**src/rtl/bridge_cfg_pkg.sv**
```systemverilog
package bridge_cfg_pkg;

    typedef enum logic [1:0] {
        DIV_BY3 = 2'd0,
        DIV_BY4 = 2'd1,
        DIV_BY2 = 2'd2
    } isa_div_e;

    localparam int OFS_STATUS  = 8'h07;
    localparam int OFS_ROUTE_L = 8'h43;
    localparam int OFS_ROUTE_H = 8'h44;
    localparam int OFS_PMU     = 8'h46;
    localparam int OFS_ISA_CLK = 8'h56;
    localparam int OFS_SMM     = 8'hA3;
    localparam int OFS_RATIO   = 8'hA4;

    localparam logic [7:0] STATUS_W1C_MASK = 8'hF9;
    localparam logic [7:0] STATUS_RESET    = 8'h02;

    function automatic bit is_writable(int a);
        return (a == 8'h04) || (a == 8'h05) || (a == 8'h0C) || (a == 8'h0D)
            || (a >= 8'h40 && a <= 8'h47) || (a >= 8'h50 && a <= 8'h57)
            || (a >= 8'h70 && a <= 8'h76) || (a == 8'h80) || (a == 8'h81)
            || (a >= 8'h90 && a <= 8'h92) || (a >= 8'hA0 && a <= 8'hA8);
    endfunction

    function automatic logic [7:0] reset_byte(int a);
        case (a)
            8'h04:   return 8'h0F;
            8'h40:   return 8'h01;
            8'h41:   return 8'h06;
            8'h42:   return 8'h08;
            8'h43:   return 8'h9A;
            8'h44:   return 8'hBC;
            8'h47:   return 8'h40;
            8'h50:   return 8'h01;
            8'h51:   return 8'h03;
            8'hA8:   return 8'h20;
            default: return 8'h00;
        endcase
    endfunction

    function automatic logic [7:0] fixed_byte(int a, logic [15:0] dev_id);
        case (a)
            8'h00:   return 8'h60;
            8'h01:   return 8'h10;
            8'h02:   return dev_id[7:0];
            8'h03:   return dev_id[15:8];
            8'h08:   return 8'h0E;
            8'h0A:   return 8'h01;
            8'h0B:   return 8'h06;
            default: return 8'h00;
        endcase
    endfunction

endpackage

```
**src/rtl/cfg_byte_store.sv**
```systemverilog
module cfg_byte_store
    import bridge_cfg_pkg::*;
#(
    parameter int          ADDR_W = 8,
    parameter logic [15:0] DEV_ID = 16'h8886,
    localparam int         NREG   = 1 << ADDR_W
) (
    input  logic              clk,
    input  logic              rst,
    input  logic              wr_en,
    input  logic [ADDR_W-1:0] addr,
    input  logic [7:0]        wr_data,
    input  logic [7:0]        status_evt,
    output logic [7:0]        cfg_view [NREG]
);

    for (genvar i = 0; i < NREG; i++) begin : g_byte
        localparam logic [ADDR_W-1:0] OFS = ADDR_W'(i);
        if (i == OFS_STATUS) begin : g_status
            logic [7:0] stat_q;
            logic [7:0] clr;
            always_comb clr = (wr_en && addr == OFS) ? (wr_data & STATUS_W1C_MASK) : 8'h00;
            always_ff @(posedge clk) begin
                if (rst) stat_q <= STATUS_RESET;
                else     stat_q <= (stat_q & ~clr) | status_evt;
            end
            assign cfg_view[i] = stat_q;
        end else if (is_writable(i)) begin : g_rw
            logic [7:0] byte_q;
            always_ff @(posedge clk) begin
                if (rst)                      byte_q <= reset_byte(i);
                else if (wr_en && addr == OFS) byte_q <= wr_data;
            end
            assign cfg_view[i] = byte_q;
        end else begin : g_ro
            assign cfg_view[i] = fixed_byte(i, DEV_ID);
        end
    end

endmodule

```
**src/rtl/cfg_isa_div_fsm.sv**
```systemverilog
module cfg_isa_div_fsm
    import bridge_cfg_pkg::*;
(
    input  logic       clk,
    input  logic       rst,
    input  logic       sel_wr,
    input  logic [1:0] sel_code,
    output logic [2:0] isa_div
);

    isa_div_e state_q, state_d;

    always_comb begin
        state_d = state_q;
        if (sel_wr) begin
            unique case (sel_code)
                2'b00: state_d = DIV_BY3;
                2'b01: state_d = DIV_BY4;
                2'b10: state_d = DIV_BY2;
                2'b11: state_d = state_q;
            endcase
        end
    end

    always_ff @(posedge clk) begin
        if (rst) state_q <= DIV_BY3;
        else     state_q <= state_d;
    end

    always_comb begin
        case (state_q)
            DIV_BY4: isa_div = 3'd4;
            DIV_BY2: isa_div = 3'd2;
            default: isa_div = 3'd3;
        endcase
    end

endmodule

```
**src/rtl/cfg_pulse_gen.sv**
```systemverilog
module cfg_pulse_gen (
    input  logic clk,
    input  logic rst,
    input  logic smm_wr,
    input  logic smm_unlock,
    input  logic smm_trigger,
    input  logic in_smm,
    input  logic pmu_wr,
    input  logic pmu_request,
    input  logic pmu_line_hi,
    output logic smi_req,
    output logic irq10_req,
    output logic irq15_req
);

    always_ff @(posedge clk) begin
        if (rst) begin
            smi_req   <= 1'b0;
            irq10_req <= 1'b0;
            irq15_req <= 1'b0;
        end else begin
            smi_req   <= smm_wr && smm_unlock && smm_trigger && !in_smm;
            irq10_req <= pmu_wr && pmu_request && !pmu_line_hi;
            irq15_req <= pmu_wr && pmu_request && pmu_line_hi;
        end
    end

endmodule

```
**src/rtl/bridge_cfg_regs.sv**
```systemverilog
module bridge_cfg_regs
    import bridge_cfg_pkg::*;
#(
    parameter int          ADDR_W = 8,
    parameter logic [15:0] DEV_ID = 16'h8886
) (
    input  logic              clk,
    input  logic              rst,
    input  logic              wr_en,
    input  logic              rd_en,
    input  logic [ADDR_W-1:0] addr,
    input  logic [7:0]        wr_data,
    output logic [7:0]        rd_data,
    input  logic              in_smm,
    input  logic [7:0]        status_evt,
    output logic              smi_req,
    output logic              irq10_req,
    output logic              irq15_req,
    output logic [2:0]        isa_div,
    output logic              pci_full_rate,
    output logic [3:0]        route_a,
    output logic [3:0]        route_b,
    output logic [3:0]        route_c,
    output logic [3:0]        route_d
);

    localparam int NREG = 1 << ADDR_W;

    logic [7:0] cfg_view [NREG];

    cfg_byte_store #(.ADDR_W(ADDR_W), .DEV_ID(DEV_ID)) store_i (
        .clk(clk), .rst(rst), .wr_en(wr_en), .addr(addr),
        .wr_data(wr_data), .status_evt(status_evt), .cfg_view(cfg_view)
    );

    cfg_isa_div_fsm div_i (
        .clk(clk), .rst(rst),
        .sel_wr(wr_en && addr == ADDR_W'(OFS_ISA_CLK)),
        .sel_code(wr_data[1:0]),
        .isa_div(isa_div)
    );

    cfg_pulse_gen pulse_i (
        .clk(clk), .rst(rst),
        .smm_wr(wr_en && addr == ADDR_W'(OFS_SMM)),
        .smm_unlock(wr_data[7]), .smm_trigger(wr_data[6]), .in_smm(in_smm),
        .pmu_wr(wr_en && addr == ADDR_W'(OFS_PMU)),
        .pmu_request(wr_data[6]), .pmu_line_hi(wr_data[7]),
        .smi_req(smi_req), .irq10_req(irq10_req), .irq15_req(irq15_req)
    );

    always_comb rd_data = rd_en ? cfg_view[addr] : 8'h00;

    assign pci_full_rate = cfg_view[OFS_RATIO][0];
    assign route_a       = cfg_view[OFS_ROUTE_L][3:0];
    assign route_b       = cfg_view[OFS_ROUTE_L][7:4];
    assign route_c       = cfg_view[OFS_ROUTE_H][3:0];
    assign route_d       = cfg_view[OFS_ROUTE_H][7:4];

endmodule

```
**config.mk**
```make
export PLATFORM = sky130hd
export DESIGN_NAME = bridge_cfg_regs
export DESIGN_NICKNAME = d
export VERILOG_FILES = /design/src/rtl/bridge_cfg_pkg.sv /design/src/rtl/cfg_byte_store.sv /design/src/rtl/cfg_isa_div_fsm.sv /design/src/rtl/cfg_pulse_gen.sv /design/src/rtl/bridge_cfg_regs.sv
export SDC_FILE = /design/constraint.sdc
export NUM_CORES = 1
export LEC_CHECK = 0
export ABC_AREA = 1
export BUFFER_PORTS_ARGS = -buffer_cell sky130_fd_sc_hd__buf_2
export CORE_MARGIN = 10
export CORE_UTILIZATION = 56
export CTS_CLUSTER_SIZE = 14
export DETAILED_ROUTE_END_ITERATION = 7
export GPL_ROUTABILITY_DRIVEN = 0
export PLACE_DENSITY = 0.77
export SKIP_LAST_GASP = 1
export SLEW_MARGIN = 20
export SYNTH_ARGS = -nofsm -noshare
export SYNTH_HDL_FRONTEND = slang
export SYNTH_SLANG_ARGS = --single-unit
export TNS_END_PERCENT = 1
```
**constraint.sdc**
```tcl
create_clock -name clk -period 2.6 [get_ports clk]
set_input_delay 0.52 -clock clk [delete_from_list [all_inputs] [get_ports clk]]
set_output_delay 0.52 -clock clk [all_outputs]
set_load 0.02 [all_outputs]
```
After elaboration in Yosys (flattened, before gate mapping)
Cells that the tools add are included.
{"block": "word_totals", "ff_bits": 341, "latchBits": 0, "mem_bits_rw": 0, "romBits": 0, "output_inout_bits": 31, "elab_cells": 158, "mem_count": 0}
{"block": "classes", "addsub": 0, "multipliers": 0, "div_mod_pow": 0, "magnitude_cmp": 1, "n_eq_ne": 47, "shift": 0, "mux": 7, "bitwise_logic": 5, "n_reduce_logical": 52}
{"op": "$eq A8 B7 Y1 const B", "count": 23}
{"op": "$eq A8 B8 Y1 const B", "count": 14}
{"op": "$bmux W8 S8", "count": 1}
{"op": "$logic_and A1 B1 Y1", "count": 48}
{"op": "$mux W8", "count": 4}
{"op": "$eq A8 B3 Y1 const B", "count": 3}
{"op": "$eq A8 B4 Y1 const B", "count": 2}
{"op": "$ge A9 B9 Y1 const B", "count": 1}
{"op": "$not A8 Y9", "count": 1}
{"op": "$and A8 B8 Y8", "count": 1}
{"op": "$not A8 Y8", "count": 1}
{"op": "$or A8 B8 Y8", "count": 1}
{"op": "$eq A2 B2 Y1 const B", "count": 3}
{"op": "$pmux W2 S3", "count": 1}
{"op": "$pmux W3 S2", "count": 1}
{"op": "$eq A2 B1 Y1 const B", "count": 2}
{"op": "$logic_not A1 Y1", "count": 2}
{"op": "$logic_not A2 Y1", "count": 1}
{"op": "$reduce_and A2 Y1", "count": 1}
{"op": "$not A1 Y1", "count": 1}

Longest topological paths before layout
Gate-level depths: netlist of the first run.
{"block": "depth", "word_depth": 6, "mapped_depth": 14}

Hierarchy
A second synthesis of the first run with hierarchy kept.
{"block": "unflattened", "hier_cells": 9559, "hier_area_um2": 50424.6}
{"module": "cfg_byte_store", "n_inst": 1, "cells_each": 3415, "area_per_inst_um2": 25266.7, "seq_area_each_um2": 6726.5}
{"module": "bridge_cfg_regs", "n_inst": 1, "cells_each": 6115, "area_per_inst_um2": 24940.2, "seq_area_each_um2": 0.0}
{"module": "cfg_isa_div_fsm", "n_inst": 1, "cells_each": 17, "area_per_inst_um2": 116.4, "seq_area_each_um2": 40.0}
{"module": "cfg_pulse_gen", "n_inst": 1, "cells_each": 12, "area_per_inst_um2": 101.3, "seq_area_each_um2": 60.1}

Worst setup path before layout of the first run
No wires, ideal clock.
{"block": "synth_timing", "path_kind": "in2out", "startpoint": "input port addr[0]", "endpoint": "output port rd_data[1]", "t_arrival_ns": 2.261, "slack_ns": -0.181, "path_stages": 13, "path_buffers": 3, "cell_sequence": "buf_2 -> inv_2 -> buf_2 -> buf_2 -> ha_1 -> or2_2 -> nand2_1 -> nand2_1 -> nand3_1 -> nand2_1 -> a21oi_1 -> nand2_1 -> nor2_1"}
{"block": "synth_between", "elab_chain_cells": 5}
{"item": "start: declaration", "line_no": "bridge_cfg_regs.sv:11", "source": "input logic [ADDR_W-1:0] addr,"}
{"item": "$not A8 Y9 (not written as such)", "line_no": "bridge_cfg_regs.sv:52", "source": "always_comb rd_data = rd_en ? cfg_view[addr] : 8'h00;"}
{"item": "$bmux W8 S8", "line_no": "bridge_cfg_regs.sv:52"}
{"item": "$mux W8 (not written as such) (2 in a row)", "line_no": "bridge_cfg_regs.sv:52"}
{"item": "$mux W8", "line_no": "bridge_cfg_regs.sv:52"}
{"item": "end: declaration", "line_no": "bridge_cfg_regs.sv:13", "source": "output logic [7:0] rd_data,"}
No other way between the ends. The select of a mux whose other input is x is not followed.

Worst setup path in the final report of the first run
{"block": "layout_timing", "startpoint": "input port addr[2]", "endpoint": "output port rd_data[1]"}
The elaborated chain is that of the path after synthesis.

==> impl_metrics.prom, run 1 <==
# TYPE chip_impl_metric gauge
chip_impl_metric{name="wire_per_inst",unit="µm"} 19.84
chip_impl_metric{name="critical_path_peak_fanout",unit=""} 7
chip_impl_info{name="end_kind",value="output port"} 1
chip_impl_info{name="rsz0062_at_grt",value="yes"} 1
chip_impl_metric{name="required_time_of_the_critical_path",unit="ns"} 2.08
chip_impl_metric{name="design.die.area",unit="µm²"} 36150
chip_impl_metric{name="core_region_area",unit="µm²"} 28630
chip_impl_metric{name="dieHeight",unit="µm"} 190.1
chip_impl_metric{name="drive_above_1_share",unit=""} 0.1803
chip_impl_metric{name="width_of_the_chip",unit="µm"} 190.1
chip_impl_metric{name="period_utilisation_layout",unit=""} 1.014
chip_impl_metric{name="synth.avg_cell_area",unit="µm²"} 6.983
chip_impl_metric{name="max-clock-path-buffers",unit=""} 3
chip_impl_metric{name="ys_ff_latch",unit=""} 341
chip_impl_metric{name="finalMaxSlewViolations",unit=""} 0
chip_impl_metric{name="synth.net_count",unit=""} 2357
chip_impl_metric{name="power.density_cell_area",unit="nW/µm²"} 601.3
chip_impl_metric{name="number_of_top_level_pins",unit=""} 60
chip_impl_metric{name="grt_first_pass_wirelength",unit="µm"} 82700
chip_impl_metric{name="detail_route.iter0.violations",unit=""} 2668
chip_impl_metric{name="slew_at_the_pin_closest_to_its_max_slew_limit",unit="ns"} 0.9250
chip_impl_metric{name="static-leakage-power",unit="nW"} 8.236
chip_impl_metric{name="yosys_warnings",unit=""} 0
chip_impl_metric{name="start_util",unit=""} 0.5662
chip_impl_metric{name="synth_sequential_area_ratio",unit=""} 0.4212
chip_impl_metric{name="timing.hold.ws",unit="ns"} 0.1726
chip_impl_info{name="crit_path_top_delay_cell",value="nor2_2"} 1
chip_impl_info{name="violations",value="setup timing"} 1
chip_impl_metric{name="num-fill-cells",unit=""} 2252
chip_impl_metric{name="maxCapViolCount",unit=""} 0
chip_impl_metric{name="worstSkewPairLatency",unit="ns"} 0.53
chip_impl_metric{name="achievable-frequency",unit="MHz"} 379.3
chip_impl_metric{name="number_of_buffers_inserted_for_hold_repair_after_clock_tree_synthesis",unit=""} 0
chip_impl_metric{name="fin_ws",unit="ns"} -0.03622
chip_impl_info{name="worstPathCellList",value="buf_12 -> nor2_4 -> buf_12 -> buf_6 -> buf_16 -> nand3_1 -> nand3_1 -> nand3_1 -> nand2_1 -> inv_1 -> nor2_2 -> nor2_2 -> nor2_4 -> buf_6"} 1
chip_impl_info{name="critPathKind",value="in -> out"} 1
chip_impl_metric{name="report.power.total",unit="mW"} 11.71
chip_impl_metric{name="htree_levels",unit=""} 2
chip_impl_info{name="worstHoldPathType",value="in -> reg"} 1
chip_impl_metric{name="netlist_area_before_placement",unit="µm²"} 16210
chip_impl_metric{name="globalRouteTotalUtil",unit=""} 0.2827
chip_impl_metric{name="dr.pass1.iters",unit=""} 6
chip_impl_metric{name="final-setup-viol-count",unit=""} 2
chip_impl_metric{name="nets",unit=""} 2408
chip_impl_metric{name="port_buffers",unit=""} 59
chip_impl_metric{name="area_growth",unit="%"} 20.13
chip_impl_metric{name="cts_sinks",unit=""} 341
chip_impl_metric{name="grt-ovfl-total",unit=""} 0
chip_impl_metric{name="grt_pass1_vias",unit=""} 15190
chip_impl_metric{name="hpwl",unit="µm"} 32720
chip_impl_metric{name="routed_wirelength",unit="µm"} 55170
chip_impl_metric{name="rows",unit=""} 62
chip_impl_info{name="crit_path_start_kind",value="primary input"} 1
chip_impl_metric{name="drt.antenna.violating_nets",unit=""} 0
chip_impl_info{name="cts_tree",value="done"} 1
chip_impl_metric{name="drt_drc_violations_left",unit=""} 0
chip_impl_metric{name="min_period",unit="ns"} 2.636
chip_impl_metric{name="slowest_delay",unit="ns"} 0.16
chip_impl_metric{name="vias",unit=""} 16660
chip_impl_metric{name="tritoncts.num_buffers",unit=""} 37
chip_impl_metric{name="post_drt_via_cell_ratio",unit=""} 5.992
chip_impl_metric{name="finalHoldViolCount",unit=""} 0
chip_impl_metric{name="vdd_ir_drop_max",unit="mV"} 0.4751
chip_impl_info{name="path_common_cell",value="nand3_1"} 1
chip_impl_metric{name="dp_cells",unit=""} 2676
chip_impl_metric{name="syn_inst",unit=""} 2321
chip_impl_metric{name="synth.lib_cells_used.distinct",unit=""} 34
chip_impl_metric{name="maxSlewHeadroom",unit=""} 0.3827
chip_impl_info{name="status",value="complete, but fails checks"} 1
chip_impl_metric{name="largest_net_degree_at_the_start_of_global_routing",unit=""} 193
chip_impl_metric{name="arrival_time_reported_for_the_critical_path_endpoint",unit="ns"} 2.12
chip_impl_metric{name="grt_antenna_before_repair",unit=""} 1
chip_impl_metric{name="final_cells",unit=""} 2781
chip_impl_metric{name="clock_skew",unit="ns"} 0
chip_impl_metric{name="clk_pin_slew_worst_paths",unit="ns"} 0.06
chip_impl_info{name="clock_tree.root_cell",value="clkbuf_16"} 1
==> cells in the mapped netlist (all sizes together) <==
master | instances | area (µm²)
nor3 | 4 | 36.29
ha | 7 | 87.58
or2 | 20 | 125.1
buf | 101 | 635.6
dfxtp | 341 | 6827
o21ai | 350 | 1752
nand3 | 139 | 708.2
bufinv | 1 | 17.52
o211ai | 24 | 180.2
nor4 | 2 | 18.77
and2 | 2 | 12.51
inv | 204 | 768.2
o21bai | 3 | 22.52
nand4 | 6 | 37.54
nand2 | 531 | 2001
a211oi | 9 | 67.56
a21oi | 328 | 1642
clkbuf | 87 | 326.6
nor2 | 161 | 934.6
a21boi | 1 | 7.510
==> path summary, 6_finish.rpt <==
kind,from,to,slack (ns),depth (start not counted)
max,addr[2],rd_data[1],-0.04,14
min,status_evt[1],store_i.g_byte[7].g_status.stat_q[1]$_SDFF_PP1_,0.17,3
max reg2reg,store_i.g_byte[80].g_rw.byte_q[1]$_SDFFE_PP0P_,store_i.g_byte[80].g_rw.byte_q[1]$_SDFFE_PP0P_,1.82,2
min reg2reg,store_i.g_byte[115].g_rw.byte_q[7]$_SDFFE_PP0P_,store_i.g_byte[115].g_rw.byte_q[7]$_SDFFE_PP0P_,0.46,2
==> timing repair <==
| item | CTS | global route |
|---|---|---|
| pin swaps | 17 | 35 |
| gates resized for setup | 76 | 96 |
| endpoints found under the hold margin | 0 | 0 |
| endpoints found under the setup margin | 8 | 8 |
| cloned | 8 | 11 |
| buffers inserted | 15 | 10 |
==> final cells by class <==
cell class	instances	area, µm²	area share
multi-input combinational	1587	7984	0.4101
timing repair buffer	199	2162	0.1111
clock inverter	10	83.83	0.004306
inverter	205	834.6	0.04287
sequential	341	6827	0.3506
clock buffer	53	1079	0.05540
timing repair inverter	1	16.27	0.0008355
antenna	1	2.502	0.0001285
tap	384	480.5	0.02468
==> flip-flops by register name, summed over array words and instances (netlist names) <==
register                        count
div_i.state_q                       2
pulse_i.irq10_req                   1
pulse_i.irq15_req                   1
pulse_i.smi_req                     1
store_i.g_byte.g_rw.byte_q        328
store_i.g_byte.g_status.stat_q      8
==> placed cells by master (no fill, tap or decap), types with 5 or more instances in the layout <==
cell and instances:
a211oi_1 9, a21oi_1 321, a21oi_2 5, buf_12 26, buf_16 6, buf_2 47
buf_4 87, buf_6 16, clkbuf_1 9, clkbuf_16 49, clkbuf_8 5, clkinv_2 6
dfxtp_1 341, ha_1 5, inv_1 181, inv_2 17, nand2_1 504, nand2_2 22
nand2_4 5, nand3_1 120, nand3_2 18, nand4_1 6, nor2_1 90, nor2_2 24
nor2_4 45, o211ai_1 24, o21ai_0 333, o21ai_1 14, or2_2 19
==> worst max-delay path: cells and delay by family <==
| family | cells | cell delay (ns) |
|---|---|---|
| AND/OR/NAND/NOR | 8 | 0.88 |
| buffers and inverters | 6 | 0.70 |
==> per-layer routing <==
layer  global-route usage  up-vias  wire (µm)
met5                    0        -          0
met4               0.1517        0       3101
li1                     -     7672          -
met1               0.3676     7701      21090
met2               0.4375     1042      24600
met3              0.05236      249       6375
==> report_power, final <==
part | internal (mW) | leakage [nW] | switching [mW]
clock | 2.98 | 0.570 | 2.16
combinational | 0.481 | 4.92 | 0.833
sequential | 5.24 | 2.75 | 0.0120
total | 8.71 | 8.24 | 3.00
==> stage by stage <==
stage | cell area, µm² | setup slack (ns) | TNS (ns) | utilization
3_5_place_dp | 17080 | -0.2344 | -1.340 | 0.5966
6_report | 19470 | -0.03622 | -0.04718 | 0.6801
2_1_floorplan | 16250 | 0.007275 | 0 | -
3_3_place_gp | 17080 | -0.2376 | -1.394 | 0.5966
5_1_grt | 19470 | -0.09026 | -0.2864 | 0.6800
4_1_cts | 18830 | -0.02237 | -0.1082 | 0.6577
==> kinds of logic (layout without fill, tap and decap cells) <==
family                     count (synthesis)  in the layout  share of synthesized area
AOI/OAI and AO/OA                        715            715                     0.2265
adders and majority gates                  7              7                   0.005404
buffers and inverters                    393            468                     0.1079
DFF                                      341            341                     0.4212
other                                      0              1                          0
and+or+nand+nor                          865            865                     0.2390
(Power assumes the default switching activity.)
==> run 2: changes to the inputs <==
CORE_ASPECT_RATIO = 0.9   (was not set)
==> impl_metrics.prom, run 2 (synthesized netlist as in run 1, its figures left out) <==
# TYPE chip_impl_metric gauge
chip_impl_info{name="status",value="complete, but fails checks"} 1
chip_impl_info{name="violations",value="setup timing"} 1
chip_impl_metric{name="vias",unit=""} 16440
chip_impl_info{name="max_flop_register",value="store_i.g_byte.g_rw.byte_q"} 1
chip_impl_metric{name="width_of_the_chip",unit="µm"} 199.3
chip_impl_metric{name="met3_length",unit="µm"} 6096
chip_impl_info{name="route.top_layer_used",value="met4"} 1
chip_impl_metric{name="power.density_cell_area",unit="nW/µm²"} 623.7
chip_impl_info{name="worst_hold_path.endpoint",value="store_i.g_byte[7].g_status.stat_q[1]$_SDFF_PP1_"} 1
chip_impl_metric{name="arrival_time_reported_for_the_critical_path_endpoint",unit="ns"} 2.16
chip_impl_metric{name="number_of_buffers_inserted_for_hold_repair_after_clock_tree_synthesis",unit=""} 0
chip_impl_metric{name="routed_wirelength",unit="µm"} 54320
chip_impl_metric{name="port_buffers",unit=""} 59
chip_impl_metric{name="required_time_of_the_critical_path",unit="ns"} 2.08
chip_impl_metric{name="globalRouteTotalUtil",unit=""} 0.2775
chip_impl_metric{name="fin_ws",unit="ns"} -0.08340
chip_impl_metric{name="dp_cells",unit=""} 2669
chip_impl_info{name="layout_commonest_cell",value="nand2_1"} 1
chip_impl_info{name="cts_tree",value="done"} 1
chip_impl_metric{name="worstSkewPairLatency",unit="ns"} 0.54
chip_impl_metric{name="start_util",unit=""} 0.5644
chip_impl_metric{name="clock_skew",unit="ns"} 0
chip_impl_metric{name="regToRegSetupSlack",unit="ns"} 1.81
chip_impl_metric{name="largest_net_degree_at_the_start_of_global_routing",unit=""} 126
chip_impl_info{name="layout_top_registers",value="store_i.g_byte.g_rw.byte_q (328), store_i.g_byte.g_status.stat_q (8), div_i.state_q (2)"} 1
chip_impl_info{name="worst_r2r_startpoint",value="store_i.g_byte[64].g_rw.byte_q[3]$_SDFFE_PP0P_"} 1
chip_impl_metric{name="design.die.area",unit="µm²"} 36150
chip_impl_info{name="end_kind",value="output port"} 1
chip_impl_metric{name="dr.pass1.iters",unit=""} 8
chip_impl_metric{name="hpwl",unit="µm"} 33520
chip_impl_info{name="layout.cells.most_common_list",value="nand2_1, dfxtp_1, o21ai_0"} 1
chip_impl_metric{name="drt_drc_violations_left",unit=""} 0
chip_impl_metric{name="clk_pin_slew_worst_paths",unit="ns"} 0.06
chip_impl_info{name="timing.hold.worst.start",value="status_evt[1]"} 1
chip_impl_metric{name="finalMaxSlewViolations",unit=""} 0
chip_impl_metric{name="achievable-frequency",unit="MHz"} 372.7
chip_impl_metric{name="min_period",unit="ns"} 2.683
chip_impl_metric{name="number_of_top_level_pins",unit=""} 60
chip_impl_metric{name="final_cells",unit=""} 2756
chip_impl_metric{name="drive_above_1_share",unit=""} 0.2008
chip_impl_metric{name="post_drt_via_cell_ratio",unit=""} 5.964
chip_impl_metric{name="core_region_area",unit="µm²"} 28720
chip_impl_metric{name="wire_per_inst",unit="µm"} 19.71
chip_impl_metric{name="maxCapViolCount",unit=""} 0
chip_impl_metric{name="fin_area",unit="µm²"} 19660
chip_impl_metric{name="vdd_ir_drop_max",unit="mV"} 0.6887
chip_impl_info{name="critPathKind",value="in -> out"} 1
chip_impl_metric{name="drt.antenna.violating_nets",unit=""} 0
chip_impl_metric{name="finalHoldViolCount",unit=""} 0
chip_impl_metric{name="max-clock-path-buffers",unit=""} 3
chip_impl_metric{name="htree_levels",unit=""} 2
chip_impl_metric{name="area_growth",unit="%"} 21.33
chip_impl_metric{name="hold_depth",unit=""} 3
chip_impl_metric{name="detail_route.iter0.violations",unit=""} 2027
chip_impl_metric{name="reg2reg_depth",unit=""} 2
chip_impl_info{name="worstHoldPathType",value="in -> reg"} 1
chip_impl_info{name="critical_path.reg2reg.endpoint",value="store_i.g_byte[64].g_rw.byte_q[3]$_SDFFE_PP0P_"} 1
chip_impl_metric{name="largest_register_ffs",unit=""} 328
chip_impl_metric{name="place_worst_setup_slack",unit="ns"} -0.2628
chip_impl_metric{name="slew_at_the_pin_closest_to_its_max_slew_limit",unit="ns"} 0.7999
chip_impl_metric{name="tritoncts.num_buffers",unit=""} 37
chip_impl_metric{name="nets",unit=""} 2399
chip_impl_info{name="clock_tree.root_cell",value="clkbuf_16"} 1
chip_impl_metric{name="timing.hold.ws",unit="ns"} 0.2067
chip_impl_metric{name="period_utilisation_layout",unit=""} 1.032
chip_impl_metric{name="m1WireLength",unit="µm"} 21800
chip_impl_info{name="crit_path_start_kind",value="primary input"} 1
chip_impl_info{name="rsz0062_at_grt",value="yes"} 1
chip_impl_metric{name="grt-ovfl-total",unit=""} 0
chip_impl_metric{name="grt_pass1_vias",unit=""} 14710
chip_impl_metric{name="post_dp_cell_area",unit="µm²"} 17150
chip_impl_metric{name="cts_sinks",unit=""} 341
chip_impl_metric{name="rows",unit=""} 59
chip_impl_metric{name="maxSlewHeadroom",unit=""} 0.4661
chip_impl_metric{name="critical_path_peak_fanout",unit=""} 7
chip_impl_metric{name="grt_first_pass_wirelength",unit="µm"} 80530
chip_impl_metric{name="detailroute.wirelength.met2",unit="µm"} 23900
chip_impl_metric{name="grt_antenna_before_repair",unit=""} 0
chip_impl_metric{name="static-leakage-power",unit="nW"} 8.279
chip_impl_metric{name="dieHeight",unit="µm"} 181.4
chip_impl_metric{name="final-setup-viol-count",unit=""} 3
chip_impl_metric{name="antenna-diode-count",unit=""} 0
[run 2: changes by cell type in the layout (fill, tap and decap cells not counted), moves of 5 or more]
cell	change
nand3_1	-27
buf_4	-11
bufinv_16	+6
nand3_2	+21
buf_6	+6
nand2_2	+16
nand3_4	+6
nand2_1	-14
nor2_4	+5
[run 2: worst max-delay path by stage]
stage	startpoint	end
floorplan	addr[1]	rd_data[1]
global placement	addr[0]	rd_data[6]
detailed placement	addr[0]	rd_data[6]
CTS	addr[3]	rd_data[1]
global route	addr[2]	rd_data[3]
finish	addr[1]	rd_data[3]
[run 2: worst max-delay path: stages]
cell and delay (ns):
buf_6 0.11, buf_12 0.13, buf_6 0.16, ha_1 0.20
nand2_1 0.10, nand2_1 0.12, a21oi_1 0.06, nand2_1 0.13
nand2_1 0.07, a21oi_1 0.14, nand2_1 0.10, nor2_2 0.18
buf_6 0.15
[run 2: where the power goes]
| group | leakage (nW) | total (mW) | switching (mW) | internal [mW] |
|---|---|---|---|---|
| clock network | 0.635 | 5.71 | 2.21 | 3.50 |
| logic | 4.89 | 1.30 | 0.833 | 0.467 |
| registers | 2.75 | 5.26 | 0.0124 | 5.24 |
[run 2: routing by layer]
metal / vias to the layer above / global-route usage
li1: 7663 / -
met1: 7570 / 0.3714
met2: 999 / 0.4143
met3: 206 / 0.06858
met4: 0 / 0.1223
met5: - / 0
[run 2: what timing repair did]
item                       in CTS  in global routing
gates resized for setup        46                185
buffers inserted                3                  8
pin swaps                      11                 77
cloned                          5                  8
setup endpoints to repair       8                  8
[run 2: area by class of cell]
| type | instances | area [µm²] |
|---|---|---|
| Fill cell | 2198 | 9052 |
| Multi-Input combinational cell | 1587 | 8220 |
| Sequential cell | 341 | 6830 |
| Timing Repair Buffer | 191 | 2027 |
| Clock buffer | 50 | 1035 |
| Inverter | 205 | 822.0 |
| Tap cell | 366 | 457.9 |
| Clock inverter | 16 | 271.5 |
[run 2: stage by stage]
stage                     setup TNS [ns]    util  power (mW)
final                           -0.09596  0.6848       12.26
after global routing             -0.3078  0.6848       12.54
after CTS                        -0.1065  0.6536       12.07
after detailed placement         -0.8479  0.5972       6.389
after global placement           -0.6863  0.5972       6.377
after floorplan                        0       -       5.958
